`config.mk`:
```
export PLATFORM = sky130hd
export DESIGN_NAME = ts_deadtime
export DESIGN_NICKNAME = d
export VERILOG_FILES = /design/src/rtl/ts_deadtime_pkg.sv /design/src/rtl/ts_edge_rise.sv /design/src/rtl/ts_clk_src.sv /design/src/rtl/ts_pulser.sv /design/src/rtl/ts_scaler.sv /design/src/rtl/ts_deadtime.sv
export SDC_FILE = /design/constraint.sdc
export NUM_CORES = 1
export LEC_CHECK = 0
export ABC_CLOCK_PERIOD_IN_PS = 3000
export BUFFER_PORTS_ARGS = -buffer_cell sky130_fd_sc_hd__buf_4
export CAP_MARGIN = 20
export CORE_ASPECT_RATIO = 1.4
export CORE_MARGIN = 2
export CORE_UTILIZATION = 55
export DETAILED_ROUTE_END_ITERATION = 16
export GPL_ROUTABILITY_DRIVEN = 0
export PLACE_DENSITY = 0.78
export SLEW_MARGIN = 20
export SYNTH_ARGS = -nofsm -noshare
export SYNTH_HDL_FRONTEND = slang
export SYNTH_SLANG_ARGS = --single-unit
export TNS_END_PERCENT = 10
```
`constraint.sdc`:
```
create_clock -name clk_i -period 3 [get_ports clk_i]
set_input_delay 0.9 -clock clk_i [delete_from_list [all_inputs] [get_ports clk_i]]
set_output_delay 0.9 -clock clk_i [all_outputs]
set_load 0.02 [all_outputs]
```
`src/rtl/ts_deadtime_pkg.sv`:
```
package ts_deadtime_pkg;
   localparam int NUM_SCALERS = 4;
   localparam int SEL_W       = 2;

   typedef enum logic [SEL_W-1:0] {
      SEL_RAW  = 2'd0,
      SEL_LIVE = 2'd1,
      SEL_FREE = 2'd2,
      SEL_VETO = 2'd3
   } scaler_sel_e;
endpackage

```
`src/rtl/ts_edge_rise.sv`:
```
module ts_edge_rise (
   input  logic clk_i,
   input  logic rst_ni,
   input  logic d_i,
   output logic rise_o
);
   logic d_q;

   always_ff @(posedge clk_i or negedge rst_ni) begin
      if (!rst_ni) d_q <= 1'b0;
      else         d_q <= d_i;
   end

   assign rise_o = d_i & ~d_q;

   // a rising edge cannot repeat on the very next cycle
   assert_single_edge_R8: assert property (@(posedge clk_i) disable iff (!rst_ni)
      rise_o |=> !rise_o);
endmodule

```
`src/rtl/ts_clk_src.sv`:
```
module ts_clk_src #(
   parameter int CLK_DIV     = 4,
   parameter int SYNC_STAGES = 2
) (
   input  logic clk_i,
   input  logic rst_ni,
   input  logic ext_sel_i,
   input  logic ext_clk_i,
   input  logic veto_i,
   output logic ts_clk_o,
   output logic ts_tick_o
);
   localparam int PW = (CLK_DIV > 1) ? $clog2(CLK_DIV) : 1;
   localparam logic [PW-1:0] PH_LAST = PW'(CLK_DIV - 1);
   localparam logic [PW-1:0] PH_HALF = PW'(CLK_DIV / 2);

   if (CLK_DIV < 2 || (CLK_DIV % 2) != 0) begin : g_bad_div
      $error("CLK_DIV must be even and at least 2");
   end
   if (SYNC_STAGES < 2) begin : g_bad_sync
      $error("SYNC_STAGES must be at least 2");
   end

   // internal divider
   logic [PW-1:0] phase_q;
   always_ff @(posedge clk_i or negedge rst_ni) begin
      if (!rst_ni)               phase_q <= '0;
      else if (phase_q == PH_LAST) phase_q <= '0;
      else                       phase_q <= phase_q + 1'b1;
   end

   logic int_level, int_rise;
   assign int_level = (phase_q < PH_HALF);
   assign int_rise  = (phase_q == '0);

   // external synchronizer plus one stage for edge detection
   logic [SYNC_STAGES:0] chain_q;
   always_ff @(posedge clk_i or negedge rst_ni) begin
      if (!rst_ni) chain_q <= '0;
      else         chain_q <= {chain_q[SYNC_STAGES-1:0], ext_clk_i};
   end

   logic ext_level, ext_rise;
   assign ext_level = chain_q[SYNC_STAGES-1];
   assign ext_rise  = chain_q[SYNC_STAGES-1] & ~chain_q[SYNC_STAGES];

   logic src_level, src_rise;
   assign src_level = ext_sel_i ? ext_level : int_level;
   assign src_rise  = ext_sel_i ? ext_rise  : int_rise;

   always_ff @(posedge clk_i or negedge rst_ni) begin
      if (!rst_ni) begin
         ts_clk_o  <= 1'b0;
         ts_tick_o <= 1'b0;
      end else begin
         ts_clk_o  <= src_level & ~veto_i;
         ts_tick_o <= src_rise  & ~veto_i;
      end
   end

   // a synchronized external edge lasts a single cycle
   assert_ext_edge_single_R3: assert property (@(posedge clk_i) disable iff (!rst_ni)
      ext_rise |=> !ext_rise);
   // internal edge enables are never back to back
   assert_int_tick_spacing_R1: assert property (@(posedge clk_i) disable iff (!rst_ni)
      int_rise |=> !int_rise);
endmodule

```
`src/rtl/ts_pulser.sv`:
```
module ts_pulser #(
   parameter int PULSE_DIV = 4000
) (
   input  logic clk_i,
   input  logic rst_ni,
   output logic pulse_o
);
   localparam int CW = (PULSE_DIV > 1) ? $clog2(PULSE_DIV) : 1;
   localparam logic [CW-1:0] C_LAST = CW'(PULSE_DIV - 1);

   if (PULSE_DIV < 2) begin : g_bad_pdiv
      $error("PULSE_DIV must be at least 2");
   end

   logic [CW-1:0] cnt_q;
   always_ff @(posedge clk_i or negedge rst_ni) begin
      if (!rst_ni)             cnt_q <= '0;
      else if (cnt_q == C_LAST) cnt_q <= '0;
      else                     cnt_q <= cnt_q + 1'b1;
   end

   assign pulse_o = (cnt_q == C_LAST);

   // the pulse is one cycle wide
   assert_pulse_width_R5: assert property (@(posedge clk_i) disable iff (!rst_ni)
      pulse_o |=> !pulse_o);
endmodule

```
`src/rtl/ts_scaler.sv`:
```
module ts_scaler #(
   parameter int W = 32
) (
   input  logic         clk_i,
   input  logic         rst_ni,
   input  logic         clr_i,
   input  logic         inc_i,
   output logic [W-1:0] cnt_o
);
   if (W < 2) begin : g_bad_w
      $error("scaler width must be at least 2");
   end

   always_ff @(posedge clk_i or negedge rst_ni) begin
      if (!rst_ni)    cnt_o <= '0;
      else if (clr_i) cnt_o <= '0;
      else if (inc_i) cnt_o <= cnt_o + 1'b1;
   end

   // clearing wins over counting
   assert_clear_zero_R10: assert property (@(posedge clk_i) disable iff (!rst_ni)
      clr_i |=> (cnt_o == '0));
   // without an event the count holds
   assert_hold_idle_R7: assert property (@(posedge clk_i) disable iff (!rst_ni)
      (!clr_i && !inc_i) |=> $stable(cnt_o));
endmodule

```
`src/rtl/ts_deadtime.sv`:
```
module ts_deadtime
   import ts_deadtime_pkg::*;
#(
   parameter int CLK_DIV     = 4,
   parameter int SYNC_STAGES = 2,
   parameter int PULSE_DIV   = 4000,
   parameter int SCALER_W    = 32
) (
   input  logic                clk_i,
   input  logic                rst_ni,
   input  logic                trig_i,
   input  logic                clr_busy_i,
   input  logic                clr_module_i,
   input  logic                ext_sel_i,
   input  logic                ext_clk_i,
   input  logic [SEL_W-1:0]    rd_sel_i,
   output logic [SCALER_W-1:0] rd_data_o,
   output logic                busy_o,
   output logic                live_o,
   output logic                ts_clk_o,
   output logic                ts_tick_o,
   output logic                pulse_o,
   output logic                pulse_veto_o
);
   logic raw_rise, live, busy_q, pulse_free, pulse_vetoed;

   ts_edge_rise u_trig_edge (
      .clk_i  (clk_i),
      .rst_ni (rst_ni),
      .d_i    (trig_i),
      .rise_o (raw_rise)
   );

   assign live = raw_rise & ~busy_q;

   // busy: set by live trigger, held until clear-busy, dropped by module clear
   always_ff @(posedge clk_i or negedge rst_ni) begin
      if (!rst_ni)           busy_q <= 1'b0;
      else if (clr_module_i) busy_q <= 1'b0;
      else if (live)         busy_q <= 1'b1;
      else if (clr_busy_i)   busy_q <= 1'b0;
   end

   ts_clk_src #(
      .CLK_DIV     (CLK_DIV),
      .SYNC_STAGES (SYNC_STAGES)
   ) u_clk_src (
      .clk_i     (clk_i),
      .rst_ni    (rst_ni),
      .ext_sel_i (ext_sel_i),
      .ext_clk_i (ext_clk_i),
      .veto_i    (busy_q),
      .ts_clk_o  (ts_clk_o),
      .ts_tick_o (ts_tick_o)
   );

   ts_pulser #(
      .PULSE_DIV (PULSE_DIV)
   ) u_pulser (
      .clk_i   (clk_i),
      .rst_ni  (rst_ni),
      .pulse_o (pulse_free)
   );

   assign pulse_vetoed = pulse_free & ~busy_q;

   logic [NUM_SCALERS-1:0] inc;
   always_comb begin
      inc           = '0;
      inc[SEL_RAW]  = raw_rise;
      inc[SEL_LIVE] = live;
      inc[SEL_FREE] = pulse_free;
      inc[SEL_VETO] = pulse_vetoed;
   end

   logic [SCALER_W-1:0] cnt [NUM_SCALERS];

   for (genvar i = 0; i < NUM_SCALERS; i++) begin : g_scaler
      ts_scaler #(
         .W (SCALER_W)
      ) u_scaler (
         .clk_i  (clk_i),
         .rst_ni (rst_ni),
         .clr_i  (clr_module_i),
         .inc_i  (inc[i]),
         .cnt_o  (cnt[i])
      );
   end

   scaler_sel_e sel;
   assign sel          = scaler_sel_e'(rd_sel_i);
   assign rd_data_o    = cnt[sel];
   assign busy_o       = busy_q;
   assign live_o       = live;
   assign pulse_o      = pulse_free;
   assign pulse_veto_o = pulse_vetoed;

   // a live trigger raises busy on the next cycle
   assert_live_sets_busy_R9: assert property (@(posedge clk_i) disable iff (!rst_ni)
      (live && !clr_module_i) |=> busy_o);
   // module clear drops busy
   assert_clear_drops_busy_R10: assert property (@(posedge clk_i) disable iff (!rst_ni)
      clr_module_i |=> !busy_o);
   // the timestamp outputs are silent one cycle after busy
   assert_veto_ts_R2: assert property (@(posedge clk_i) disable iff (!rst_ni)
      busy_q |=> (!ts_tick_o && !ts_clk_o));
   // without live trigger or clear, busy high stays high
   assert_busy_hold_R9: assert property (@(posedge clk_i) disable iff (!rst_ni)
      (busy_q && !clr_busy_i && !clr_module_i) |=> busy_q);
endmodule

```
# Yosys cells after proc, flatten, opt, wreduce, memory -nomap -nowiden
# Cells that the tools add are included.
# word_totals
reg_bits	149
latchBits	0
ramBits	0
rom_bits	0
inputBits	9
output_inout_bits	38
wordCells	55
mem_count	0
# classes
addsub	6
multipliers	0
div	0
n_lt_le_gt_ge	2
n_eq_ne	2
shifts	0
muxes	18
bitwise_logic	10
reduce_logical	6
# ops
op	count
two-way mux 32 bit	10
adder 32 x 1 -> 32 bit, second input constant	4
binary-select mux 32 bit (select 2 bit)	1
adder 12 x 1 -> 12 bit, second input constant	1
== test 12 bit, second input constant	1
two-way mux 12 bit	1
nonzero test 2 bit	4
bitwise AND 1 bit	6
two-way mux 1 bit	5
greater-or-equal comparator 3 bit, second input constant	1
NOT 1 bit	3
NOT 2 -> 3 bit	1
nonzero test 3 bit	1
adder 2 x 1 -> 2 bit, second input constant	1
== test 2 bit, second input constant	1
logical NOT 2 bit	1
less-than comparator 2 bit, second input constant	1
two-way mux 2 bit	1

# Logic depth before layout (Yosys ltp)
# logic_depth
word_depth	5
mapped_depth	10
depth_no_buf	7

# Modules after synthesis
# From an unflattened synthesis, not the netlist that was laid out.
# hier_totals
hier_cells	830
hier_area_um2	8483.1
# by_module_without_submodules
module	n_inst	cells_each	area_each_um2	seq_area_each_um2
ts_scaler (g_scaler[1].u_scaler ...)	3	176	1680.4	800.8
ts_scaler (g_scaler[0].u_scaler)	1	183	1714.1	800.8
ts_deadtime	1	44	863.3	25.0
ts_pulser	1	55	576.8	300.3
ts_clk_src	1	18	249.0	175.2
ts_edge_rise	1	2	38.8	25.0

# Worst setup path after synthesis
# OpenSTA, ideal clock, no wires.
# synth_timing
path_kind	input to output
startpoint	input port rd_sel_i[0]
endpoint	output port rd_data_o[10]
arrival_time_ps	2300
required_time_ps	2100
slack_ps	-200
path_stages	3
n_path_buf	2
path_cell_list	clkbuf_1 -> buf_1 -> mux4_2
# synth_between
elab_chain_cells	4
# synth_lines
item	line_no	text
start, declared	ts_deadtime.sv:16	input logic [SEL_W-1:0] rd_sel_i,
NOT 2 -> 3 bit (implied by the code)	ts_deadtime.sv:92	assign rd_data_o = cnt[sel];
binary-select mux 32 bit (select 2 bit)	ts_deadtime.sv:92	
two-way mux 32 bit (implied by the code) (2 in series)	ts_deadtime.sv:92	
end, declared	ts_deadtime.sv:17	output logic [SCALER_W-1:0] rd_data_o,
# No other way between the ends. The select of a mux whose other input is x is not followed.

# Final worst setup path
# layout_timing
startpoint	register u_pulser.cnt_q[0]
endpoint	output port pulse_veto_o
# layout_between
elab_chain_cells	2
# layout_lines
item	line_no	text
start, declared	ts_pulser.sv:15	logic [CW-1:0] cnt_q;
start signal, assigned	ts_pulser.sv:19	else cnt_q <= cnt_q + 1'b1;
== test 12 bit	ts_pulser.sv:22	assign pulse_o = (cnt_q == C_LAST);
bitwise AND 1 bit	ts_deadtime.sv:65	assign pulse_vetoed = pulse_free & ~busy_q;
end, declared	ts_deadtime.sv:23	output logic pulse_veto_o
# No other way between the ends.

==> results.sh <==
export IMPL_worstHoldEndpoint="u_clk_src.chain_q[1]"
export IMPL_final_seq_area_um2=3730
export IMPL_postCtsSetupBuffers=0
export IMPL_finalMaxSlewViolations=0
export IMPL_relative_slew_margins=0.511
export IMPL_p_per_area_nw_per_um2=453
export IMPL_floorplan_initialDensity=0.557
export IMPL_finalWorstPathRequiredPeriod_ns=2.90
export IMPL_cp_end_kind="output pin"
export IMPL_core_area_um2=14400
export IMPL_setup_viol=0
export IMPL_cts_root_buf="sky130_fd_sc_hd__clkbuf_16"
export IMPL_h_tree_depth=4
export IMPL_post_route_fraction_of_the_period_consumed_by_the_critical_path=0.966
export IMPL_leakage_nw=3.87
export IMPL_worst_ir_drop_vdd_uv=371
export IMPL_fin_hold_ws_ns=0.346
export IMPL_synth_flop_cell="sky130_fd_sc_hd__dfrtp_1"
export IMPL_globalRouteOverflowTotal=0
export IMPL_area_growth_syn_to_layout_pct=15.1
export IMPL_crit_path_max_fanout=5
export IMPL_post_route_cells_drive_above_1_share=0.163
export IMPL_tritoncts="yes"
export IMPL_antenna_violations_before_repair=0
export IMPL_multi_input_comb_area_um2=4060
export IMPL_core_rows=52
export IMPL_layout_fillers=1133
export IMPL_detailed_place_hpwl_um=13600
export IMPL_clock_sinks=149
export IMPL_hold_path_class="reg -> reg"
export IMPL_r2r_slack_ns=0.46
export IMPL_clock_latency_ns=0.42
export IMPL_setup_tns_ns=0
export IMPL_netlist_area_um2=8010
export IMPL_cts_resized_gates=0
export IMPL_detailedRoute_firstPassIterationCount=5
export IMPL_io_buffer_count=46
export IMPL_drt_first_iter_violations=490
export IMPL_number_of_global_route_vias_before_repair=6136
export IMPL_worstMarginPinSlew_ns=0.727
export IMPL_worst_setup_path_start_kind="flip-flop"
export IMPL_final_hold_viol_count=0
export IMPL_floorplan_die_height_um=147
export IMPL_fmax_mhz=345
export IMPL_postRouteWirelength_um=19200
export IMPL_cp_data_arrival_time_ns=2.00
export IMPL_cts_clk_slew_worst_paths_ns=0.06
export IMPL_outcome="finished clean"
export IMPL_die_area_um2=15600
export IMPL_yosysTopAreaCell="sky130_fd_sc_hd__dfrtp_1"
export IMPL_antenna_cells=0
export IMPL_critical_path_required_ns=2.10
export IMPL_crit_reg2reg_capture="g_scaler[3].u_scaler.cnt_o[31]"
export IMPL_netlist_cell_type_count=39
export IMPL_vias=6296
export IMPL_grt_setup_unrepaired="false"
export IMPL_cap_violations=0
export IMPL_skew_ns=0.00770
export IMPL_synth_edf_count=0
export IMPL_final_core_util=0.642
export IMPL_synth_sequential_area_ratio=0.465
export IMPL_floorplan_die_width_um=106
export IMPL_numCtsBuffers=17
export IMPL_grt_start_max_net_pins=112
export IMPL_yosys_area_top_type_share=0.465
export IMPL_ios=47
export IMPL_finalNetCount=856
export IMPL_crit_type="reg -> out"
export IMPL_min_path_cells=0
export IMPL_globalRouteTotalUtil=0.261
export IMPL_post_drt_wl_per_cell_um=18.5
export IMPL_drcViolationCount=0
export IMPL_synthArstFlopShare=1.00
export IMPL_synthesis_nets=806
export IMPL_synth_seq_cells=149
export IMPL_drt_vias_per_instance=6.04
export IMPL_synth_warnings=0
export IMPL_hold_path_startpoint="u_clk_src.chain_q[0]"
export IMPL_worstReg2RegStart="u_pulser.cnt_q[0]"
export IMPL_worst_r2r_path_depth=7
export IMPL_syn_avg_cell_area_um2=10.1
export IMPL_antenna_left=0
export IMPL_grt_pass1_wl_um=31700
export IMPL_cts_hold_repair_buffers=0
export IMPL_post_synth_main_area_contributors="sky130_fd_sc_hd__dfrtp_1 (47%), sky130_fd_sc_hd__mux4_2 (9.0%), sky130_fd_sc_hd__xor2_1 (8.1%), sky130_fd_sc_hd__nor2_1 (5.7%), sky130_fd_sc_hd__xnor2_1 (3.6%)"
export IMPL_buffer_depth_of_the_longest_clock_path=2
export IMPL_post_synth_inst_count=790
## power breakdown
group / internal, W / switching, W / total [W]
Clock: 0.00116 / 0.000824 / 0.00199
Sequential: 0.00202 / 0.00000849 / 0.00203
Combinational: 0.0000535 / 0.000108 / 0.000161
Total: 0.00324 / 0.000940 / 0.00418
## cells in the final DEF, fill, tap and decap left out, types with 19 or more instances in the layout
master	n
sky130_fd_sc_hd__and3_1	21
sky130_fd_sc_hd__xor2_1	74
sky130_fd_sc_hd__mux4_2	32
sky130_fd_sc_hd__dfrtp_1	149
sky130_fd_sc_hd__o21ai_0	19
sky130_fd_sc_hd__or3_1	20
sky130_fd_sc_hd__buf_4	66
sky130_fd_sc_hd__nand2_1	48
sky130_fd_sc_hd__nor2_1	121
sky130_fd_sc_hd__a21oi_1	32
sky130_fd_sc_hd__nand4_1	44
sky130_fd_sc_hd__nand3_1	48
sky130_fd_sc_hd__xnor2_1	33
sky130_fd_sc_hd__nor3_1	20
## cells by family after synthesis
logic type,Yosys count,synth area share
AO/OA/AOI/OAI,59,0.0395
XOR/XNOR,107,0.117
adder cells (fa/ha/maj),7,0.0109
buffers and inverters,56,0.0281
flip-flops,149,0.465
multiplexers,35,0.0937
AND/OR/NAND/NOR,377,0.245
## worst max-delay path, stage by stage (launching register included)
cell and delay, ns:
sky130_fd_sc_hd__dfrtp_1 0.39, sky130_fd_sc_hd__ha_1 0.23, sky130_fd_sc_hd__nand4_1 0.22, sky130_fd_sc_hd__nor4_1 0.52
sky130_fd_sc_hd__buf_4 0.23
## worst max path at each step
stage | startpoint | end | depth (start not counted)
floorplan | rd_sel_i[0] | rd_data_o[21] | 3
global placement | rd_sel_i[0] | rd_data_o[7] | 4
detailed placement | rd_sel_i[0] | rd_data_o[7] | 4
CTS | u_pulser.cnt_q[0] | pulse_o | 4
global route | u_pulser.cnt_q[0] | pulse_o | 4
finish | u_pulser.cnt_q[0] | pulse_veto_o | 4
## sequential cells by signal, summed over array words and instances, names as in the netlist
| register | flops |
|---|---|
| busy_o | 1 |
| g_scaler.u_scaler.cnt_o | 128 |
| u_clk_src.ts_tick_o | 1 |
| u_clk_src.phase_q | 2 |
| u_clk_src.chain_q | 3 |
| u_clk_src.ts_clk_o | 1 |
| u_pulser.cnt_q | 12 |
| u_trig_edge.d_q | 1 |
## through the flow
step                      instances  setup slack [ns]  total power (W)  instance area (µm²)
final                          1042             0.102          0.00418                 9230
after floorplan                 790            -0.193          0.00214                 8020
after global routing           1042            0.0196          0.00431                 9230
after detailed placement       1010             0.115          0.00223                 8670
after CTS                      1042             0.107          0.00420                 9230
after global placement         1010             0.122          0.00223                 8670
## cell type report
| class | count | area share |
|---|---|---|
| Multi-Input combinational cell | 585 | 0.440 |
| Sequential cell | 149 | 0.404 |
| Timing Repair Buffer | 71 | 0.0636 |
| Clock buffer | 21 | 0.0488 |
| Tap cell | 189 | 0.0256 |
| Clock inverter | 11 | 0.0113 |
| Inverter | 16 | 0.00651 |
## synthesized netlist by cell type (2+ instances only)
cell type / n
sky130_fd_sc_hd__nand4_1: 44
sky130_fd_sc_hd__nor4_1: 10
sky130_fd_sc_hd__or4_1: 7
sky130_fd_sc_hd__xor2_1: 74
sky130_fd_sc_hd__clkbuf_1: 28
sky130_fd_sc_hd__nor4_2: 2
sky130_fd_sc_hd__dfrtp_1: 149
sky130_fd_sc_hd__ha_1: 7
sky130_fd_sc_hd__nor2_1: 121
sky130_fd_sc_hd__nor2b_1: 3
sky130_fd_sc_hd__and4_1: 12
sky130_fd_sc_hd__and2_1: 6
sky130_fd_sc_hd__o21ai_0: 19
sky130_fd_sc_hd__mux2i_1: 3
sky130_fd_sc_hd__xnor2_1: 33
sky130_fd_sc_hd__and3_1: 21
sky130_fd_sc_hd__nor3_1: 20
sky130_fd_sc_hd__nor4_4: 2
sky130_fd_sc_hd__buf_1: 5
sky130_fd_sc_hd__nand3_1: 48
sky130_fd_sc_hd__nand4b_1: 2
sky130_fd_sc_hd__mux4_2: 32
sky130_fd_sc_hd__or3_1: 20
sky130_fd_sc_hd__inv_1: 16
sky130_fd_sc_hd__nand3b_1: 2
sky130_fd_sc_hd__nand2b_1: 3
sky130_fd_sc_hd__nand2_1: 48
sky130_fd_sc_hd__o31ai_1: 6
sky130_fd_sc_hd__a21oi_1: 32
sky130_fd_sc_hd__buf_2: 6
## layer usage
layer / routed length (µm) / GRT usage / up-vias
met2: 9780 / 0.423 / 202
met5: 0 / 0 / -
met3: 910 / 0.0453 / 44
li1: - / - / 2909
met4: 702 / 0.121 / 0
met1: 7850 / 0.343 / 3141
No activity file was read; power rests on OpenSTA's default activity.
